### src/rtl/wti_pkg.sv
// Shared types for the write-through invalidate cache controller.
package wti_pkg;

    // Request sequencer states: idle/lookup, waiting on a bus read, waiting on a bus write
    typedef enum logic [1:0] {
        SQ_IDLE   = 2'd0,
        SQ_BUS_RD = 2'd1,
        SQ_BUS_WR = 2'd2
    } seq_state_t;

endpackage

### src/rtl/wti_line_store.sv
// Tag, data and valid storage for a direct-mapped cache of one-word lines.
// It has two read ports: one for the processor lookup and one for the snoop lookup.
// It has three write commands:
// - fill: writes tag and data and sets the valid bit;
// - update: writes data only;
// - invalidate: clears the valid bit.
// Assumes that when an invalidate and a fill name the same line in one cycle,
// dropping the line is acceptable, so the invalidate wins.
module wti_line_store #(
    parameter int INDEX_W = 3,
    parameter int TAG_W   = 13,
    parameter int DATA_W  = 32
) (
    input  logic               clk,
    input  logic               rst_n,
    input  logic [INDEX_W-1:0] cpu_idx,
    output logic               cpu_valid,
    output logic [TAG_W-1:0]   cpu_tag,
    output logic [DATA_W-1:0]  cpu_data,
    input  logic [INDEX_W-1:0] snp_idx,
    output logic               snp_line_valid,
    output logic [TAG_W-1:0]   snp_line_tag,
    input  logic               fill_en,
    input  logic [INDEX_W-1:0] fill_idx,
    input  logic [TAG_W-1:0]   fill_tag,
    input  logic [DATA_W-1:0]  fill_data,
    input  logic               upd_en,
    input  logic [INDEX_W-1:0] upd_idx,
    input  logic [DATA_W-1:0]  upd_data,
    input  logic               inv_en,
    input  logic [INDEX_W-1:0] inv_idx
);
    localparam int LINES = 1 << INDEX_W;

    logic [LINES-1:0] valid_vec;
    logic [TAG_W-1:0]  tag_arr  [LINES];
    logic [DATA_W-1:0] data_arr [LINES];

    for (genvar i = 0; i < LINES; i++) begin : g_line
        localparam logic [INDEX_W-1:0] MY_IDX = INDEX_W'(i);
        logic              v_q;
        logic [TAG_W-1:0]  t_q;
        logic [DATA_W-1:0] d_q;

        // Valid bit: reset clears it, an invalidate clears it, a fill sets it
        always_ff @(posedge clk) begin
            if (!rst_n)
                v_q <= 1'b0;
            else if (inv_en && inv_idx == MY_IDX)
                v_q <= 1'b0;
            else if (fill_en && fill_idx == MY_IDX)
                v_q <= 1'b1;
        end

        // Tag and data: a fill loads both, an update loads data only
        always_ff @(posedge clk) begin
            if (fill_en && fill_idx == MY_IDX) begin
                t_q <= fill_tag;
                d_q <= fill_data;
            end else if (upd_en && upd_idx == MY_IDX) begin
                d_q <= upd_data;
            end
        end

        assign valid_vec[i] = v_q;
        assign tag_arr[i]   = t_q;
        assign data_arr[i]  = d_q;
    end

    // Read port muxes for the processor lookup and the snoop lookup
    always_comb begin
        cpu_valid      = valid_vec[cpu_idx];
        cpu_tag        = tag_arr[cpu_idx];
        cpu_data       = data_arr[cpu_idx];
        snp_line_valid = valid_vec[snp_idx];
        snp_line_tag   = tag_arr[snp_idx];
    end

    AST_INV_CLEARS_LINE: assert property (@(posedge clk) disable iff (!rst_n)
        inv_en |=> !valid_vec[$past(inv_idx)]);

    AST_FILL_SETS_LINE: assert property (@(posedge clk) disable iff (!rst_n)
        (fill_en && !(inv_en && inv_idx == fill_idx)) |=> valid_vec[$past(fill_idx)]);

endmodule

### src/rtl/wti_snoop_unit.sv
// Snoop lookup. Every snooped transaction is checked against the line its address maps to.
// A snooped write that hits a valid line with the same tag produces an invalidate command.
// Snooped reads never disturb the line.
// While any snoop is present, the unit raises a busy flag that stalls the processor lookup.
// Assumes the snoop inputs carry only transactions of other masters.
module wti_snoop_unit #(
    parameter int ADDR_W  = 16,
    parameter int INDEX_W = 3
) (
    input  logic                      clk,
    input  logic                      rst_n,
    input  logic                      snp_valid,
    input  logic                      snp_wr,
    input  logic [ADDR_W-1:0]         snp_addr,
    output logic [INDEX_W-1:0]        look_idx,
    input  logic                      line_valid,
    input  logic [ADDR_W-INDEX_W-1:0] line_tag,
    output logic                      inv_en,
    output logic [INDEX_W-1:0]        inv_idx,
    output logic                      snoop_busy
);
    localparam int TAG_W = ADDR_W - INDEX_W;

    logic [TAG_W-1:0] snp_tag;
    logic             tag_match;

    // Split the snooped address and compare it against the resident line
    always_comb begin
        look_idx  = snp_addr[INDEX_W-1:0];
        snp_tag   = snp_addr[ADDR_W-1:INDEX_W];
        tag_match = line_valid && (line_tag == snp_tag);
    end

    // Invalidate only on a foreign write to a held block; any snoop blocks the processor
    always_comb begin
        inv_en     = snp_valid && snp_wr && tag_match;
        inv_idx    = look_idx;
        snoop_busy = snp_valid;
    end

    AST_SNOOP_READ_KEEPS: assert property (@(posedge clk) disable iff (!rst_n)
        (snp_valid && !snp_wr) |-> !inv_en);

endmodule

### src/rtl/wti_req_seq.sv
// Processor request sequencer.
// In the idle state, it looks up the processor address and accepts the request
// unless a snoop holds the array.
// - A read hit completes on the next cycle.
// - A read miss issues a bus read and fills the line when the bus acknowledges.
// - A write always issues a bus write. At the acknowledge, the write updates the line
//   only if the line still holds that address, so invalidations ordered on the bus
//   before it are respected.
// Assumes one outstanding request, held by the processor until done.
module wti_req_seq
    import wti_pkg::*;
#(
    parameter int ADDR_W  = 16,
    parameter int DATA_W  = 32,
    parameter int INDEX_W = 3
) (
    input  logic                      clk,
    input  logic                      rst_n,
    input  logic                      cpu_req,
    input  logic                      cpu_wr,
    input  logic [ADDR_W-1:0]         cpu_addr,
    input  logic [DATA_W-1:0]         cpu_wdata,
    output logic                      cpu_done,
    output logic [DATA_W-1:0]         cpu_rdata,
    input  logic                      snoop_busy,
    output logic [INDEX_W-1:0]        look_idx,
    input  logic                      line_valid,
    input  logic [ADDR_W-INDEX_W-1:0] line_tag,
    input  logic [DATA_W-1:0]         line_data,
    output logic                      bus_req,
    output logic                      bus_wr,
    output logic [ADDR_W-1:0]         bus_addr,
    output logic [DATA_W-1:0]         bus_wdata,
    input  logic                      bus_ack,
    input  logic [DATA_W-1:0]         bus_rdata,
    output logic                      fill_en,
    output logic [INDEX_W-1:0]        fill_idx,
    output logic [ADDR_W-INDEX_W-1:0] fill_tag,
    output logic [DATA_W-1:0]         fill_data,
    output logic                      upd_en,
    output logic [INDEX_W-1:0]        upd_idx,
    output logic [DATA_W-1:0]         upd_data
);
    localparam int TAG_W = ADDR_W - INDEX_W;

    seq_state_t        state_q;
    logic              done_q;
    logic [DATA_W-1:0] rdata_q;
    logic [ADDR_W-1:0] req_addr_q;
    logic [DATA_W-1:0] req_wdata_q;
    logic [ADDR_W-1:0] look_addr;
    logic [TAG_W-1:0]  look_tag;
    logic              hit;
    logic              accept;

    // Lookup address: the live request while idle, the latched one during a bus transaction
    always_comb begin
        look_addr = (state_q == SQ_IDLE) ? cpu_addr : req_addr_q;
        look_idx  = look_addr[INDEX_W-1:0];
        look_tag  = look_addr[ADDR_W-1:INDEX_W];
        hit       = line_valid && (line_tag == look_tag);
        accept    = (state_q == SQ_IDLE) && cpu_req && !done_q && !snoop_busy;
    end

    // Control: state sequencing and the done pulse
    always_ff @(posedge clk) begin
        if (!rst_n) begin
            state_q <= SQ_IDLE;
            done_q  <= 1'b0;
        end else begin
            done_q <= 1'b0;
            case (state_q)
                SQ_IDLE: begin
                    if (accept) begin
                        if (cpu_wr)   state_q <= SQ_BUS_WR;
                        else if (hit) done_q  <= 1'b1;
                        else          state_q <= SQ_BUS_RD;
                    end
                end
                SQ_BUS_RD, SQ_BUS_WR: begin
                    if (bus_ack) begin
                        done_q  <= 1'b1;
                        state_q <= SQ_IDLE;
                    end
                end
                default: state_q <= SQ_IDLE;
            endcase
        end
    end

    // Datapath: latch the accepted request and capture the read result
    always_ff @(posedge clk) begin
        if (accept) begin
            req_addr_q  <= cpu_addr;
            req_wdata_q <= cpu_wdata;
            if (!cpu_wr && hit)
                rdata_q <= line_data;
        end else if (state_q == SQ_BUS_RD && bus_ack) begin
            rdata_q <= bus_rdata;
        end
    end

    // Bus request fields come straight from the latched request
    always_comb begin
        bus_req   = (state_q != SQ_IDLE);
        bus_wr    = (state_q == SQ_BUS_WR);
        bus_addr  = req_addr_q;
        bus_wdata = req_wdata_q;
        cpu_done  = done_q;
        cpu_rdata = rdata_q;
    end

    // Array commands: fill on a read-miss acknowledge, update on a write hit at acknowledge
    always_comb begin
        fill_en   = (state_q == SQ_BUS_RD) && bus_ack;
        fill_idx  = look_idx;
        fill_tag  = look_tag;
        fill_data = bus_rdata;
        upd_en    = (state_q == SQ_BUS_WR) && bus_ack && hit;
        upd_idx   = look_idx;
        upd_data  = req_wdata_q;
    end

    AST_HIT_STAYS_LOCAL: assert property (@(posedge clk) disable iff (!rst_n)
        (accept && !cpu_wr && hit) |=> (cpu_done && !bus_req));

    AST_WRITE_GOES_OUT: assert property (@(posedge clk) disable iff (!rst_n)
        (accept && cpu_wr) |=> (bus_req && bus_wr && !cpu_done));

    AST_BUS_HOLD: assert property (@(posedge clk) disable iff (!rst_n)
        (bus_req && !bus_ack) |=> (bus_req && $stable(bus_wr) && $stable(bus_addr)
                                   && $stable(bus_wdata)));

    AST_SNOOP_STALLS_CPU: assert property (@(posedge clk) disable iff (!rst_n)
        (state_q == SQ_IDLE && snoop_busy) |=> !cpu_done);

    AST_DONE_SINGLE: assert property (@(posedge clk) disable iff (!rst_n)
        cpu_done |=> !cpu_done);

    AST_MISS_COMPLETES: assert property (@(posedge clk) disable iff (!rst_n)
        (bus_req && bus_ack) |=> (cpu_done && !bus_req));

endmodule

### src/rtl/wti_cache_ctrl.sv
// Top of the write-through invalidate cache controller.
// It connects the line store, the snoop lookup and the processor request sequencer.
// Assumes an atomic bus:
// - this node's transaction and a snooped transaction never complete in the same cycle;
// - bus_ack comes only while bus_req is high.
module wti_cache_ctrl #(
    parameter int ADDR_W  = 16,
    parameter int DATA_W  = 32,
    parameter int INDEX_W = 3
) (
    input  logic              clk,
    input  logic              rst_n,
    input  logic              cpu_req,
    input  logic              cpu_wr,
    input  logic [ADDR_W-1:0] cpu_addr,
    input  logic [DATA_W-1:0] cpu_wdata,
    output logic              cpu_done,
    output logic [DATA_W-1:0] cpu_rdata,
    output logic              bus_req,
    output logic              bus_wr,
    output logic [ADDR_W-1:0] bus_addr,
    output logic [DATA_W-1:0] bus_wdata,
    input  logic              bus_ack,
    input  logic [DATA_W-1:0] bus_rdata,
    input  logic              snp_valid,
    input  logic              snp_wr,
    input  logic [ADDR_W-1:0] snp_addr
);
    localparam int TAG_W = ADDR_W - INDEX_W;

    logic [INDEX_W-1:0] cpu_idx, snp_idx;
    logic               cpu_valid, snp_line_valid;
    logic [TAG_W-1:0]   cpu_tag, snp_line_tag;
    logic [DATA_W-1:0]  cpu_data;
    logic               fill_en, upd_en, inv_en, snoop_busy;
    logic [INDEX_W-1:0] fill_idx, upd_idx, inv_idx;
    logic [TAG_W-1:0]   fill_tag;
    logic [DATA_W-1:0]  fill_data, upd_data;

    wti_line_store #(.INDEX_W(INDEX_W), .TAG_W(TAG_W), .DATA_W(DATA_W)) store_i (
        .clk(clk), .rst_n(rst_n),
        .cpu_idx(cpu_idx), .cpu_valid(cpu_valid), .cpu_tag(cpu_tag), .cpu_data(cpu_data),
        .snp_idx(snp_idx), .snp_line_valid(snp_line_valid), .snp_line_tag(snp_line_tag),
        .fill_en(fill_en), .fill_idx(fill_idx), .fill_tag(fill_tag), .fill_data(fill_data),
        .upd_en(upd_en), .upd_idx(upd_idx), .upd_data(upd_data),
        .inv_en(inv_en), .inv_idx(inv_idx)
    );

    wti_snoop_unit #(.ADDR_W(ADDR_W), .INDEX_W(INDEX_W)) snoop_i (
        .clk(clk), .rst_n(rst_n),
        .snp_valid(snp_valid), .snp_wr(snp_wr), .snp_addr(snp_addr),
        .look_idx(snp_idx), .line_valid(snp_line_valid), .line_tag(snp_line_tag),
        .inv_en(inv_en), .inv_idx(inv_idx), .snoop_busy(snoop_busy)
    );

    wti_req_seq #(.ADDR_W(ADDR_W), .DATA_W(DATA_W), .INDEX_W(INDEX_W)) seq_i (
        .clk(clk), .rst_n(rst_n),
        .cpu_req(cpu_req), .cpu_wr(cpu_wr), .cpu_addr(cpu_addr), .cpu_wdata(cpu_wdata),
        .cpu_done(cpu_done), .cpu_rdata(cpu_rdata),
        .snoop_busy(snoop_busy),
        .look_idx(cpu_idx), .line_valid(cpu_valid), .line_tag(cpu_tag), .line_data(cpu_data),
        .bus_req(bus_req), .bus_wr(bus_wr), .bus_addr(bus_addr), .bus_wdata(bus_wdata),
        .bus_ack(bus_ack), .bus_rdata(bus_rdata),
        .fill_en(fill_en), .fill_idx(fill_idx), .fill_tag(fill_tag), .fill_data(fill_data),
        .upd_en(upd_en), .upd_idx(upd_idx), .upd_data(upd_data)
    );

    AST_IDLE_AFTER_RESET: assert property (@(posedge clk)
        !rst_n |=> (!cpu_done && !bus_req));

    AST_ACK_ONLY_PENDING: assert property (@(posedge clk) disable iff (!rst_n)
        bus_ack |-> bus_req);

endmodule

### config.mk
export PLATFORM = sky130hd
export DESIGN_NAME = wti_cache_ctrl
export DESIGN_NICKNAME = d
export VERILOG_FILES = /design/src/rtl/wti_pkg.sv /design/src/rtl/wti_line_store.sv /design/src/rtl/wti_snoop_unit.sv /design/src/rtl/wti_req_seq.sv /design/src/rtl/wti_cache_ctrl.sv
export SDC_FILE = /design/constraint.sdc
export NUM_CORES = 1
export LEC_CHECK = 0
export BUFFER_PORTS_ARGS = -buffer_cell sky130_fd_sc_hd__clkbuf_2
export CORE_ASPECT_RATIO = 0.8
export CORE_MARGIN = 2
export CORE_UTILIZATION = 40
export DETAILED_ROUTE_END_ITERATION = 12
export GPL_ROUTABILITY_DRIVEN = 0
export PLACE_DENSITY = 0.66
export SKIP_CTS_REPAIR_TIMING = 1
export SYNTH_ARGS = -nofsm -noshare
export SYNTH_HDL_FRONTEND = slang
export SYNTH_HIERARCHICAL = 1
export SYNTH_SLANG_ARGS = --single-unit
### constraint.sdc
create_clock -name clk -period 6 [get_ports clk]
set_clock_uncertainty 0.1 [all_clocks]
set_input_delay 0.3 -clock clk [delete_from_list [all_inputs] [get_ports clk]]
set_output_delay 0.3 -clock clk [all_outputs]
set_load 0.02 [all_outputs]
# == After elaboration in Yosys (flattened, before gate mapping) ==
# Index checks and enable logic that the tools add are counted.
# Widths: inputs -> output; s select.
# totals
reg_bits,451
input_bits,103
output_inout_bits,83
word_cells,163
# classes
n_lt_le_gt_ge,4
eq_ne,22
n_mux,43
n_bitwise,3
reduce_logical,62
# ops
operator,n
$mux 32,21
$bmux 32 s3,1
$bmux 13 s3,2
$mux 13,4
$logic_and 1x1->1,35
$eq 13x13->1,2
$eq 3x3->1 const B,8
$reduce_bool 2->1,10
$reduce_or 2->1,9
$mux 16,1
$eq 3x2->1 const B,4
$ge 4x4->1 const B,2
$lt 3x4->1 const B,2
$mux 2,4
$not 3->4,2
$bmux 1 s3,2
$eq 3x1->1 const B,2
$logic_not 3->1,2
$mux 1,6
$ne 2x2->1 const B,2
$pmux 2 s2,1
$logic_not 1->1,3
$ne 3x3->1 const B,1
$reduce_and 3->1,1
7 further kinds,7

# == Longest topological paths before layout ==
# Gate-level depths: netlist of the first run.
# logic_depth
word_depth,12
ltp_mapped,15
depth_no_buf,11

# == Hierarchy ==
# Netlist of the first run, hierarchy kept.
# by_module_without_submodules
module,instances,cells_per_inst,area_each_um2,seq_area_each_um2
wti_line_store,1,909,17929.7,10970.5
wti_req_seq,1,327,4003.8,2462.4
wti_snoop_unit,1,25,203.9,0.0

# == Worst setup path before layout of the first run ==
# No wires, ideal clock.
# synth_path
path_type,reg-to-reg
from,reg seq_i.state_q[0]
to,"reg store_i.g_line[3].d_q[0], enable pin"
setup_time_ns,0.466
t_arrival_ns,5.539
required_time_ns,5.434
setup_slack_ns,-0.105
path_stages_with_launch,16
n_path_buf,4
period_less_slack_ns,6.105
path_cell_list,dfxtp_1 inv_1 ha_1 buf_6 mux2_2 buf_4 buf_4 buf_6 mux4_2 mux2_2 xor2_2 nor4_4 nand2_1 and4b_1 nand2b_1 o21ai_0
# synth_between
elab_chain_len,11
elab_cells_between_ends,19
classes_between,4 x eq/ne; 6 x mux; 1 x bitwise; 8 x reduce/logical
# synth_lines
element,line_no,source
from (decl),wti_req_seq.sv:46,seq_state_t state_q;
from (signal assigned),wti_req_seq.sv:68,state_q <= SQ_IDLE;
from (signal assigned),wti_req_seq.sv:75,if (cpu_wr) state_q <= SQ_BUS_WR;
from (signal assigned),wti_req_seq.sv:77,else state_q <= SQ_BUS_RD;
$logic_not 2->1,wti_req_seq.sv:58,look_addr = (state_q == SQ_IDLE) ? cpu_addr : req_addr_q;
$mux 16,wti_req_seq.sv:58,
net fill_idx[0],wti_cache_ctrl.sv:36,"logic [INDEX_W-1:0] fill_idx, upd_idx, inv_idx;"
$not 3->4 (implied by the code),wti_line_store.sv:73,cpu_tag = tag_arr[cpu_idx];
$bmux 13 s3,wti_line_store.sv:73,
$mux 13 (implied by the code) (2 in series),wti_line_store.sv:73,
net cpu_tag[4],wti_cache_ctrl.sv:33,"logic [TAG_W-1:0] cpu_tag, snp_line_tag;"
$eq 13x13->1,wti_req_seq.sv:61,hit = line_valid && (line_tag == look_tag);
$logic_and 1x1->1,wti_req_seq.sv:61,
$logic_and 1x1->1,wti_req_seq.sv:119,upd_en = (state_q == SQ_BUS_WR) && bus_ack && hit;
net upd_en,wti_cache_ctrl.sv:35,"logic fill_en, upd_en, inv_en, snoop_busy;"
$logic_and 1x1->1,wti_line_store.sv:60,end else if (upd_en && upd_idx == MY_IDX) begin
$reduce_bool 2->1 (no source line),-,
to (signal assigned),wti_line_store.sv:59,d_q <= fill_data;
to (signal assigned),wti_line_store.sv:61,d_q <= upd_data;
to (decl),wti_line_store.sv:43,logic [DATA_W-1:0] d_q;
# The timed path passes the listed nets, and every way through them passes these cells. The select of a mux whose other input is x is not followed.
# A chain may end at the register's enable or synchronous reset.

# == Worst setup path after layout of the first run ==
# layout_path
from,reg seq_i.state_q[0]
to,"reg store_i.g_line[1].d_q[16], enable pin"
# layout_between
elab_chain_len,11
elab_cells_between_ends,19
classes_between,4 x eq/ne; 6 x mux; 1 x bitwise; 8 x reduce/logical
# layout_lines
element,line_no
$logic_not 2->1,wti_req_seq.sv:58
$mux 16,wti_req_seq.sv:58
net fill_idx[2],wti_cache_ctrl.sv:36
$not 3->4 (implied by the code),wti_line_store.sv:73
$bmux 13 s3,wti_line_store.sv:73
$mux 13 (implied by the code) (2 in series),wti_line_store.sv:73
net cpu_tag[4],wti_cache_ctrl.sv:33
$eq 13x13->1,wti_req_seq.sv:61
$logic_and 1x1->1,wti_req_seq.sv:61
$logic_and 1x1->1,wti_req_seq.sv:119
net upd_en,wti_cache_ctrl.sv:35
$logic_and 1x1->1,wti_line_store.sv:60
$reduce_bool 2->1 (no source line),-
to (signal assigned),wti_line_store.sv:59
to (signal assigned),wti_line_store.sv:61
to (decl),wti_line_store.sv:43
# The timed path passes the listed nets, and every way through them passes these cells. The select of a mux whose other input is x is not followed.

==> results.txt, run 1 <==
DR iter-0 viols: 955
PwrDens: 285 nW/um^2
HP Class: input port to flop
Layout area overhead: 14.7%
Ys Warns: 6
ys async rst share: 0%
clock transition at the registers of the reported paths: 0.06 ns
Via density: 5.37
Max Freq: 207 MHz
period utilization: 80.6%
clock tree sinks: 451
Clock Path Buffers: 3
DR DRC count: 0
port bufs: 185
multi-input logic area: 7770 um^2
Crit. End Element: flop
endpoints failing setup: 0
Routed wire per std cell: 23.3 um
status: finished, violations left
Leak: 8.74 nW
Seq. cell area: 13,400 um^2
worst slack at placement: 1.11 ns
CP max stage delay: 0.53 ns
Root Driver: clkbuf_16
final worst slack: 1.16 ns
die width: 267 um
Crit Path Category: flop to flop
placed cell count: 2,077
worst path cell trace: inv_1 -> ha_1 -> buf_4 -> mux2_4 -> mux4_2 -> mux2_2 -> xor2_2 -> nor4_4 -> nand2_1 -> and4b_1 -> nand2b_1 -> o21bai_4 -> buf_4
register bit total from synthesis: 451
Total Wirelength: 51,700 um
grt total ovfl: 0
RSZ-0062 raised after global routing: false
first-pass GRT wire length: 78,000 um
Final nets: 1,533
Cells after Synth: 1,261
CTS tree: done
CP required: 6.15 ns
peak supply drop: 0.200 mV
DPL Wire Length: 31,300 um
Core Area: 55,000 um^2
worst hold slack: -0.00670 ns
Layout Cells excl Fill: 2,213
vias in the first global route: 12,300
syn_nets: 1,368
violated checks: hold timing
final setup TNS: 0 ns
Slew headroom: 37.9%
Slew Viols, Final: 0
sequential share of the synthesized area: 60.7%
Post-synth top cells: edfxtp_1, mux2_2, mux4_2
Arr. time, crit path: 4.99 ns
max_cap viols: 0
area share of the largest cell type after synthesis: 59.7%
Post-synth EDFFs: 440
fillers: 4,689
CP startpoint kind: flop
min Tclk post-route: 4.84 ns
row cnt: 77
slowest CP cell: mux2_4
final hold vios: 2
total number of vias: 11,900
die height: 214 um
crit-path most repeated cell: buf_4
Distinct cells, synth: 45
layout cell share with drive strength beyond 1: 52.1%
clk_lat worst skew: 0.60 ns
number of detailed-route iterations in the first pass: 5
Synth area leaders: edfxtp_1, mux2_2, mux4_2
# IOs: 186
Post-Syn Area: 22,100 um^2
most common cell in the netlist: edfxtp_1
Syn Area/Cell: 17.6 um^2
Top FF cell, synth: edfxtp_1
largest net degree at the start of global routing: 49
cell taking the most area after synthesis: edfxtp_1
initial core utilization: 40.2%
total CTS buffers: 48
initial antenna violation count: 0
ANT nets after route: 0
CP Max Fanout: 30
All-Layer GR Usage: 18.1%
die area: 57,300 um^2
htree depth: 2
worst-margin pin slew: 0.931 ns
## critical path: cells and delay by family (launching register included)
family	cells	cell delay, ns
AOI/OAI and AO/OA	1	0.40
xor gates and xnor gates	1	0.19
adders and majority gates	1	0.21
buffers and inverters	3	0.92
DFF	1	0.35
muxes	3	1.21
and+or+nand+nor	4	1.05
## flip-flops by register name, indices dropped and copies added, names as in the netlist
register            flops
seq_i/cpu_done          1
seq_i/bus_wdata        32
store_i/g_line.d_q    256
seq_i/cpu_rdata        32
store_i/g_line.v_q      8
seq_i/state_q           2
store_i/g_line.t_q    104
seq_i/bus_addr         16
## layer usage
layer	vias to the layer above	GRT usage [%]	part of all wire, %
li1	5252	-	-
met1	6201	25.6	45
met2	367	29.1	48
met3	60	3.55	6.0
met4	0	3.91	1.6
met5	-	0	0
## path summary, 6_finish.rpt
path	start	end	slack, ns	depth (start not counted)
max reg2reg	seq_i/state_q[0]	store_i/g_line[1].d_q[16]	1.16	13
max	seq_i/state_q[0]	store_i/g_line[1].d_q[16]	1.16	13
min reg2reg	seq_i/state_q[1]	seq_i/state_q[1]	0.44	2
min	rst_n	seq_i/state_q[0]	-0.007	2
## through the flow
step           hold WS, ns  cell area, um^2  util [%]  total power [mW]
5_1_grt            0.00391            25400      46.2              7.52
3_3_place_gp         0.377            23400      42.5              4.33
6_report          -0.00670            25400      46.2              7.25
4_1_cts             -0.268            24900      45.3              7.32
3_5_place_dp         0.379            23400      42.5              4.35
2_1_floorplan        0.299            22100         -              4.18
## cell families (layout without fill, tap and decap cells)
family                   count (synthesis)  after routing  synth area share [%]
AO/OA/AOI/OAI                           23             23                 0.887
XOR/XNOR                                25             25                  1.02
adder cells (fa/ha/maj)                  4              4                 0.226
buffers and inverters                  164            365                  4.81
flip-flops                             451            451                  60.7
multiplexers                           452            452                  29.2
other                                    0              1                     0
AND/OR/NAND/NOR                        142            142                  3.22
## layout make-up
type | instances | area share [%]
tap | 750 | 3.69
inverter | 15 | 0.232
sequential | 451 | 52.9
timing repair buffer | 264 | 6.51
clock inverter | 30 | 1.22
multi-input combinational | 646 | 30.6
clock buffer | 56 | 4.85
antenna | 1 | 0.00985
## where the power goes
part,switching (mW),internal [mW],leakage (nW)
logic,0.389,0.361,3.92
clock network,1.26,1.69,0.755
registers,0.0371,3.51,4.06
total,1.68,5.56,8.74
## layout by cell type, fill, tap and decap left out, types with 14 or more instances in the layout
cell           netlist  final
buf_4               79     29
mux2_2             321    319
clkbuf_2             0    185
edfxtp_1           440    440
nand2_1            103    103
inv_1               14     14
mux4_2             120    120
xnor2_1             17     17
clkbuf_16            0     48
dlygate4sd3_1        0     49
(Power assumes the default switching activity.)
==> run 2, diff against run 1 <==
clock period = 4.3 ns   (was 6 ns; I/O delays follow)
==> run 2 against run 1 <==
  * Global-route usage up 0.63 points
  * Critical path depth shrank 1
  * Combinational power grew 44%
  * Highest routed layer unchanged
  * Final cell count increased by 1.9%
  * The run still ends with hold timing left
  * Worst setup slack worse by 0.93 ns
  * Sequential share of layout area shrank 1.2 points
  * Register-to-register slack worse by 0.93 ns
  * Sequential power up 39%
  * Power increased by 42%
  * Count of clock-buffer cells in the layout rose by 7
  * Flip-flop and latch count unchanged
  * Hold slack worse by 0.030 ns
==> results.txt, run 2 (synthesis results as in run 1) <==
most frequent cells in the layout: edfxtp_1, mux2_2, clkbuf_2
HP Class: input port to flop
htree depth: 2
largest net degree at the start of global routing: 51
R2R setup slack: 0.23 ns
Leak: 9.01 nW
die height: 214 um
ANT nets after route: 0
fin util: 47.3%
status: finished, violations left
Layout area overhead: 17.5%
worst-margin pin slew: 0.888 ns
Total Wirelength: 54,000 um
DR DRC count: 0
DR iter-0 viols: 993
r2r startpoint: seq_i/state_q[1]
CP startpoint kind: flop
CTS tree: done
fillers: 4,627
vias in the first global route: 12,500
initial core utilization: 40.2%
multi-input logic area: 7800 um^2
min Tclk post-route: 4.07 ns
max_cap viols: 0
max reg flops: 256
period utilization: 94.6%
Crit Path Category: flop to flop
Root Driver: clkbuf_16
peak supply drop: 0.270 mV
Arr. time, crit path: 4.25 ns
port bufs: 185
hold endpoint: seq_i/cpu_rdata[25]
number of detailed-route iterations in the first pass: 5
Final nets: 1,574
crit path from: seq_i/state_q[1]
leading cell type in the layout, fill and taps excluded: edfxtp_1
total CTS buffers: 48
Crit. End Element: flop
Layout Cells excl Fill: 2,255
die area: 57,300 um^2
Core Area: 55,000 um^2
Top Registers: store_i/g_line.d_q (256), store_i/g_line.t_q (104)
CP required: 4.48 ns
Hold Startpoint: bus_rdata[25]
slowest CP cell: mux2_8
Seq. cell area: 13,400 um^2
Slew headroom: 40.8%
CP Buf/Inv Count: 2
power consumption: 10.3 mW
hold path depth: 3
FF-to-FF path depth: 12
RSZ-0062 raised after global routing: false
clock transition at the registers of the reported paths: 0.07 ns
row cnt: 77
clk_lat worst skew: 0.60 ns
die width: 267 um
Via density: 5.43
Biggest register: store_i/g_line.d_q
Slew Viols, Final: 0
endpoints failing setup: 0
worst path cell trace: inv_1 -> ha_4 -> mux2_8 -> mux4_2 -> mux2_2 -> xor2_1 -> nor4_4 -> nand2_1 -> and4b_2 -> nand2b_2 -> o21ai_4 -> buf_12
# IOs: 186
Crit path max-delay family: multiplexers
All-Layer GR Usage: 18.7%
total number of vias: 12,200
DPL Wire Length: 32,400 um
layout cell share with drive strength beyond 1: 52.2%
clock tree sinks: 451
first-pass GRT wire length: 80,400 um
final hold vios: 8
violated checks: hold timing
worst hold slack: -0.0362 ns
diode count: 0
final setup TNS: 0 ns
Max Freq: 246 MHz
PwrDens: 395 nW/um^2
Routed wire per std cell: 24.0 um
placed cell count: 2,096
reg2reg end: store_i/g_line[3].d_q[31]
CP Max Fanout: 18
initial antenna violation count: 0
CP max stage delay: 0.48 ns
Clock Path Buffers: 3
grt total ovfl: 0
run 2: changes by cell type in the layout (fill, tap and decap cells not counted), moves of 3 or more:
cell and delta:
dlygate4sd3_1 +21, clkbuf_16 +3, buf_4 +6, clkbuf_1 +3, buf_12 +13, clkinv_2 -7
run 2: cell type report:
cell class | count | area share [%]
clock buffers | 63 | 5.12
clock inverters | 25 | 1.03
inverters | 15 | 0.226
multi-input cells | 647 | 30.0
flip-flops and latches | 451 | 51.7
well taps | 750 | 3.61
repair buffers | 304 | 8.34
run 2: worst reg2reg max path, cell delays in order (launching register included):
cell and delay, ns:
dfxtp_2 0.35, inv_1 0.12, ha_4 0.23, mux2_8 0.48, mux4_2 0.46, mux2_2 0.28
xor2_1 0.18, nor4_4 0.38, nand2_1 0.10, and4b_2 0.37, nand2b_2 0.15, o21ai_4 0.33
buf_12 0.22
run 2: power by group:
part | internal [mW] | switching (mW) | total, mW
registers | 4.90 | 0.0541 | 4.95
clock network | 2.44 | 1.79 | 4.23
logic | 0.527 | 0.558 | 1.08
run 2: how the worst max path moves through the flow:
| stage | endpoint | slack, ns | cells past startpoint |
|---|---|---|---|
| detailed placement | store_i/g_line[3].d_q[10] | 0.1 | 12 |
| CTS | store_i/g_line[3].d_q[5] | 0.09 | 12 |
| global placement | store_i/g_line[3].d_q[9] | 0.14 | 12 |
| global route | store_i/g_line[6].d_q[30] | 0.08 | 12 |
| finish | store_i/g_line[3].d_q[31] | 0.23 | 12 |
| floorplan | seq_i/cpu_rdata[0] | 0.005 | 13 |
run 2: routing by layer:
metal  share of wire (%)  GRT usage, %  up-vias
met1                  45          26.5     6437
met4                 1.8          4.63        0
met2                  47          30.0      385
met3                 5.9          3.43       65
li1                    -             -     5359
met5                   0             0        -
run 2: stage by stage:
stage	worst slack, ns	area (um^2)
floorplan	0.00537	22300
global placement	0.139	23700
detailed placement	0.0983	23700
CTS	0.0859	25300
global route	0.0793	26000
finish	0.232	26000
